`config.mk`:
```
export PLATFORM = sky130hd
export DESIGN_NAME = bitcrc_engine
export DESIGN_NICKNAME = d
export VERILOG_FILES = /design/src/rtl/bitcrc_pkg.sv /design/src/rtl/bitcrc_step.sv /design/src/rtl/bitcrc_state.sv /design/src/rtl/bitcrc_verdict.sv /design/src/rtl/bitcrc_engine.sv
export SDC_FILE = /design/constraint.sdc
export NUM_CORES = 1
export LEC_CHECK = 0
export BUFFER_PORTS_ARGS = -buffer_cell sky130_fd_sc_hd__buf_2
export CAP_MARGIN = 10
export CORE_ASPECT_RATIO = 0.5
export CORE_MARGIN = 2
export CORE_UTILIZATION = 30
export CTS_BUF_LIST = sky130_fd_sc_hd__clkbuf_4 sky130_fd_sc_hd__clkbuf_8
export DETAILED_ROUTE_END_ITERATION = 10
export SYNTH_ARGS = -nofsm -noshare
export SYNTH_HDL_FRONTEND = slang
export SYNTH_HIERARCHICAL = 1
export SYNTH_SLANG_ARGS = --single-unit
```
`constraint.sdc`:
```
create_clock -name clk -period 5.1 [get_ports clk]
set_clock_uncertainty 0.05 [all_clocks]
set_input_delay 0.765 -clock clk [delete_from_list [all_inputs] [get_ports clk]]
set_output_delay 0.765 -clock clk [all_outputs]
set_load 0.01 [all_outputs]
```
`src/rtl/bitcrc_pkg.sv`:
```
package bitcrc_pkg;
  localparam int CRC_W = 32;
  typedef logic [CRC_W-1:0] rem_t;

  // One feedback step with the input merged at the decision point.
  function automatic rem_t advance(rem_t r, logic d, rem_t poly, bit reflect);
    logic fb;
    rem_t n;
    if (reflect) begin
      fb = r[0] ^ d;
      n  = r >> 1;
    end else begin
      fb = r[CRC_W-1] ^ d;
      n  = r << 1;
    end
    if (fb) n = n ^ poly;
    return n;
  endfunction

  // Residue of an intact frame: all ones pushed through CRC_W zero steps.
  function automatic rem_t residue_of(rem_t poly, bit reflect);
    rem_t r;
    r = '1;
    for (int i = 0; i < CRC_W; i++) r = advance(r, 1'b0, poly, reflect);
    return r;
  endfunction
endpackage

```
`src/rtl/bitcrc_step.sv`:
```
module bitcrc_step
  import bitcrc_pkg::*;
#(
  parameter bit   REFLECT = 1'b0,
  parameter rem_t POLY    = 32'h04C11DB7
) (
  input  rem_t cur_i,
  input  logic din_i,
  output rem_t nxt_o
);
  localparam int TOP = CRC_W - 1;
  logic fb;
  rem_t shifted;

  generate
    if (REFLECT) begin : g_lsb_first
      assign fb      = cur_i[0] ^ din_i;
      assign shifted = {1'b0, cur_i[TOP:1]};
    end else begin : g_msb_first
      assign fb      = cur_i[TOP] ^ din_i;
      assign shifted = {cur_i[TOP-1:0], 1'b0};
    end
  endgenerate

  assign nxt_o = fb ? (shifted ^ POLY) : shifted;
endmodule

```
`src/rtl/bitcrc_state.sv`:
```
module bitcrc_state
  import bitcrc_pkg::*;
(
  input  logic clk,
  input  logic rst,
  input  logic load_seed_i,
  input  rem_t d_i,
  output rem_t q_o
);
  always_ff @(posedge clk) begin
    if (rst || load_seed_i) q_o <= '1;
    else                    q_o <= d_i;
  end
endmodule

```
`src/rtl/bitcrc_verdict.sv`:
```
module bitcrc_verdict
  import bitcrc_pkg::*;
#(
  parameter rem_t RESIDUE = 32'hC704DD7B
) (
  input  logic clk,
  input  logic rst,
  input  logic finish_i,
  input  rem_t cand_i,
  output logic ok_o
);
  always_ff @(posedge clk) begin
    if (rst) ok_o <= 1'b0;
    else     ok_o <= finish_i && (cand_i == RESIDUE);
  end
endmodule

```
`src/rtl/bitcrc_engine.sv`:
```
module bitcrc_engine
  import bitcrc_pkg::*;
#(
  parameter bit   REFLECT = 1'b0,
  parameter rem_t POLY    = REFLECT ? 32'hEDB88320 : 32'h04C11DB7
) (
  input  logic             clk,
  input  logic             rst,
  input  logic             start_i,
  input  logic             bit_valid_i,
  output logic             bit_ready_o,
  input  logic             bit_i,
  input  logic             finish_i,
  output logic [CRC_W-1:0] remainder_o,
  output logic [CRC_W-1:0] crc_o,
  output logic             check_ok_o
);
  localparam rem_t RESIDUE = residue_of(POLY, REFLECT);

  rem_t rem_q;
  rem_t stepped;
  rem_t rem_d;
  logic take;

  assign bit_ready_o = !start_i;
  assign take        = bit_valid_i && bit_ready_o;

  bitcrc_step #(.REFLECT(REFLECT), .POLY(POLY)) u_step (
    .cur_i (rem_q),
    .din_i (bit_i),
    .nxt_o (stepped)
  );

  assign rem_d = take ? stepped : rem_q;

  bitcrc_state u_state (
    .clk         (clk),
    .rst         (rst),
    .load_seed_i (start_i),
    .d_i         (rem_d),
    .q_o         (rem_q)
  );

  bitcrc_verdict #(.RESIDUE(RESIDUE)) u_verdict (
    .clk      (clk),
    .rst      (rst),
    .finish_i (finish_i),
    .cand_i   (rem_d),
    .ok_o     (check_ok_o)
  );

  assign remainder_o = rem_q;
  assign crc_o       = ~rem_q;
endmodule

```
Word level (Yosys, flattened, before mapping)
Cells that the tools add are included.
{"block": "word_totals", "ff_bits": 33}
{"block": "classes", "n_bitwise": 3, "n_reduce_logical": 4, "n_mux": 2, "n_eq_ne": 1}
{"op": "32-bit equality test (second input constant)", "n": 1}
{"op": "32-bit two-way mux", "n": 1}
{"op": "32-bit inverter", "n": 1}
{"op": "27-bit two-way mux", "n": 1}
{"op": "14-bit inverter", "n": 1}
{"op": "1-bit logical AND", "n": 2}
{"op": "1-bit logical NOT", "n": 1}
{"op": "1-bit logical OR", "n": 1}
{"op": "1-bit bitwise XOR", "n": 1}

Logic depth before layout (Yosys ltp)
{"block": "depth", "depth_word": 5, "mapped_depth": 8, "ltp_nobuf": 5}

By module
Netlist, hierarchy kept.
{"module": "bitcrc_state", "seq_area_each_um2": 640.6, "cells_each": 70, "instances": 1, "area_each_um2": 869.6}
{"module": "bitcrc_engine", "seq_area_each_um2": 0.0, "cells_each": 70, "instances": 1, "area_each_um2": 674.4}
{"module": "bitcrc_step", "seq_area_each_um2": 0.0, "cells_each": 36, "instances": 1, "area_each_um2": 509.2}
{"module": "bitcrc_verdict", "seq_area_each_um2": 20.0, "cells_each": 14, "instances": 1, "area_each_um2": 113.9}

Least setup slack after synthesis
OpenSTA, ideal clock, no wires.
{"block": "synth_path", "kind": "input to register", "start": "input port bit_i", "end": "register u_verdict.ok_o", "required_time_ns": 4.962, "cell_stages": 5, "t_arrival_ns": 2.213, "path_slack_ns": 2.749, "n_path_buf": 1, "path_cell_list": "buf_6 > xor3_1 > mux2_4 > or4_1 > nor4_2"}
{"block": "synth_via", "elab_chain_len": 5}
{"element": "from (decl)", "line": "bitcrc_engine.sv:12", "rtl": "input logic bit_i,"}
{"element": "1-bit bitwise XOR", "line": "bitcrc_step.sv:20", "rtl": "assign fb = cur_i[TOP] ^ din_i;"}
{"element": "27-bit two-way mux", "line": "bitcrc_step.sv:25", "rtl": "assign nxt_o = fb ? (shifted ^ POLY) : shifted;"}
{"element": "net stepped[2]", "line": "bitcrc_engine.sv:21", "rtl": "rem_t stepped;"}
{"element": "32-bit two-way mux", "line": "bitcrc_engine.sv:34", "rtl": "assign rem_d = take ? stepped : rem_q;"}
{"element": "net rem_d[2]", "line": "bitcrc_engine.sv:22", "rtl": "rem_t rem_d;"}
{"element": "32-bit equality test", "line": "bitcrc_verdict.sv:14", "rtl": "else ok_o <= finish_i && (cand_i == RESIDUE);"}
{"element": "1-bit logical AND", "line": "bitcrc_verdict.sv:14"}
{"element": "to (signal assigned)", "line": "bitcrc_verdict.sv:14"}
{"element": "to (decl)", "line": "bitcrc_verdict.sv:10", "rtl": "output logic ok_o"}
The timed path passes the listed nets, and every way through them passes these cells.
A chain may end at the register's enable or synchronous reset.

Worst setup path in the final report
{"block": "layout_path", "start": "input port start_i", "end": "register u_verdict.ok_o"}
{"block": "layout_via", "elab_chain_len": 5}
{"element": "from (decl)", "line": "bitcrc_engine.sv:9", "rtl": "input logic start_i,"}
{"element": "1-bit logical NOT", "line": "bitcrc_engine.sv:25", "rtl": "assign bit_ready_o = !start_i;"}
{"element": "1-bit logical AND", "line": "bitcrc_engine.sv:26", "rtl": "assign take = bit_valid_i && bit_ready_o;"}
{"element": "32-bit two-way mux", "line": "bitcrc_engine.sv:34"}
{"element": "net rem_d[21]", "line": "bitcrc_engine.sv:22"}
{"element": "32-bit equality test", "line": "bitcrc_verdict.sv:14"}
{"element": "1-bit logical AND", "line": "bitcrc_verdict.sv:14"}
The timed path passes the listed nets, and every way through them passes these cells.

==> flow_metrics.tcl <==
set metrics [dict create \
    slew_headroom 0.3158 \
    grt-ovfl-total 0 \
    startpoint_type "input port" \
    final_util 0.3614 \
    clk_pin_slew_worst_paths_ps 70 \
    endpoint_kind "flop" \
    drc 0 \
    ys_seq_area_frac 0.3048 \
    drt_iter0_markers 100 \
    yosys.area.top_type "dfxtp_1" \
    clk_latency_ps 280 \
    setup-violations-final 0 \
    viasPerCell 4.167 \
    cp_num_buf_inv 2 \
    cap_viol_max_count 0 \
    drv_slew 0 \
    synth-xor-area-share 0.1536 \
    path_delay_family "simple AND/OR/NAND/NOR gates" \
    hold_viol_final 0 \
    die_h_um 64.10 \
    cts-hold-fix-buffers 0 \
    ys_types 24 \
    r2r-end "u_verdict/ok_o" \
    cts-root-buf "clkbuf_8" \
    crit_arrival_ps 3030 \
    grt_first_pass_wirelength_um 6693 \
    place_area_sq_um 2379 \
    p_leak_nw 1.501 \
    r2r-start "u_state/q_o[31]" \
    syn_area_per_cell_sq_um 11.41 \
    tritoncts "done" \
    antenna_found_initial 0 \
    path_max_fanout 34 \
    synth_simple_gate_area_frac 0.1397 \
    firstDrtPassIters 4 \
    gp_congestion 0.7591 \
    p_total_w 0.0005317 \
    synth_area_sq_um 2167 \
    diodes 0 \
    grt_pass1_vias 1336 \
    outcome "finished, final reports clean" \
    synth_compound_area_frac 0 \
    cts-buffers-inserted 5 \
    r2r_cells 4 \
    synth_area_leaders "dfxtp_1 30%, mux2_4 21%, xor3_1 9.9%" \
    vias 1371 \
    wirelength_um 4278 \
    drive_gt1_frac 0.5021 \
    core_area_sq_um 6832 \
    io_buffers 71 \
    yosysWarnings 6 \
    wire_per_inst_um 13.00 \
    design_area_sq_um 2469 \
    muxShareOfSynthArea 0.2182 \
    rows 21 \
    critPathKind "input port to flop" \
    clk_path_buf_depth 2 \
    yosys_register_bits 33 \
    postSynth.asyncResetShare 0 \
    grt_max_degree 35 \
    setup_tns_ps 0 \
    grt.total_usage 0.1088 \
    startpoint "start_i" \
    rrSetupSlack_ps 2480 \
    synth_fa_ha_area_frac 0 \
    synth_top_area_share 0.3048 \
    h-tree-depth 2 \
    hold_depth 2 \
    syn_nets 196 \
    synth-edff-count 0 \
    worstHoldEndpoint "u_state/q_o[15]" \
    fin_crit_ps 2889 \
    cts_resized 0 \
    syn_inst 190 \
    ios 72 \
    rsz0062_at_grt "false" \
    synthFlopType "dfxtp_1" \
    die_w_um 124.2 \
    ant_nets 0 \
    die-area_sq_um 7961 \
    cts_sinks 33 \
    nets 243 \
    tightest_slew_ps 1025 \
    fill_cells 679 \
    hold_start "u_state/q_o[14]" \
    synthTopCellsByCount "33 x dfxtp_1, 33 x inv_1, 31 x or3_1" \
    post-dp-hpwl_um 2948 \
    period_share 0.5665 \
    worstHoldPathType "flop to flop" \
    power_density_nw_per_um2 215.4 \
    required_ps 5240 \
    syn_to_final_growth_pct 13.91 \
    fmax_mhz 346.1 \
    crit_path_cell_trace "buf_2, nor2b_4, buf_4, mux2_4, nor4_1, nand3_1, nor4_2" \
    initial_core_util 0.3172 \
    peakVddDrop_v 0.00008670 \
    crit_path_top_delay_cell "nor2b_4" \
    synth_top_family_by_area "multiplexers" \
    cts_setup_buffers 0 \
    cpPeakStageDelay_ps 550 \
]
routing by layer:
metal  share of wire  track usage  vias to the layer above
met1            0.49       0.1466                      646
met4          0.0063      0.02949                        0
met2            0.47       0.1755                       26
met3           0.032      0.02411                        2
met5               0            0                        -
li1                -            -                      697
placed cells by master (no fill, tap or decap), types with 2 or more instances in the layout:
cell type / n
mux2_2: 2
nor4bb_1: 2
buf_2: 71
or3_2: 2
dfxtp_1: 33
inv_1: 33
xor3_4: 4
clkbuf_8: 6
nand4_1: 3
mux2_4: 30
xor3_1: 9
or3_1: 31
sequential cells by signal (all words and copies together), names as in the netlist:
signal and count:
u_state/q_o 32, u_verdict/ok_o 1
cell families after synthesis:
kind of cell | after synthesis
buffers and inverters | 65
and+or+nand+nor | 46
xor gates and xnor gates | 14
DFF | 33
muxes | 32
power by group:
part / internal (W) / leakage, nW / switching [W]
clock network: 0.000112 / 0.0477 / 0.0000912
logic: 0.0000363 / 1.19 / 0.0000282
registers: 0.000260 / 0.268 / 0.00000308
final cells by class:
type                    instances  area (sq um)  share of cell area
multi-input cells              92          1116              0.4521
flip-flops and latches         33         660.6              0.2676
repair buffers                 72         362.8              0.1470
inverters                      33         123.9             0.05018
well taps                      92         115.1             0.04663
clock buffers                   7         90.09             0.03649
worst max-delay path by stage:
stage | end | slack (ps) | cells past startpoint
2_1_floorplan | u_verdict/ok_o | 2750 | 5
3_3_place_gp | u_verdict/ok_o | 1960 | 7
3_5_place_dp | u_verdict/ok_o | 1950 | 7
4_1_cts | u_verdict/ok_o | 2230 | 7
5_1_grt | u_verdict/ok_o | 2100 | 7
6_report | u_verdict/ok_o | 2210 | 7
metrics by stage:
stage,hold WS (ps),std cells,setup WS [ps]
final,584.4,329,2211
after global routing,625.2,329,2103
after CTS,591.8,329,2234
after detailed placement,577.1,322,1951
after global placement,573.6,322,1964
after floorplan,609.3,190,2749
worst min-delay path, delay by kind of cell, from the launching register on:
family / cells / cell delay, ps
and+or+nand+nor: 1 / 80
DFF: 1 / 370
muxes: 1 / 160
(Power assumes the default switching activity.)
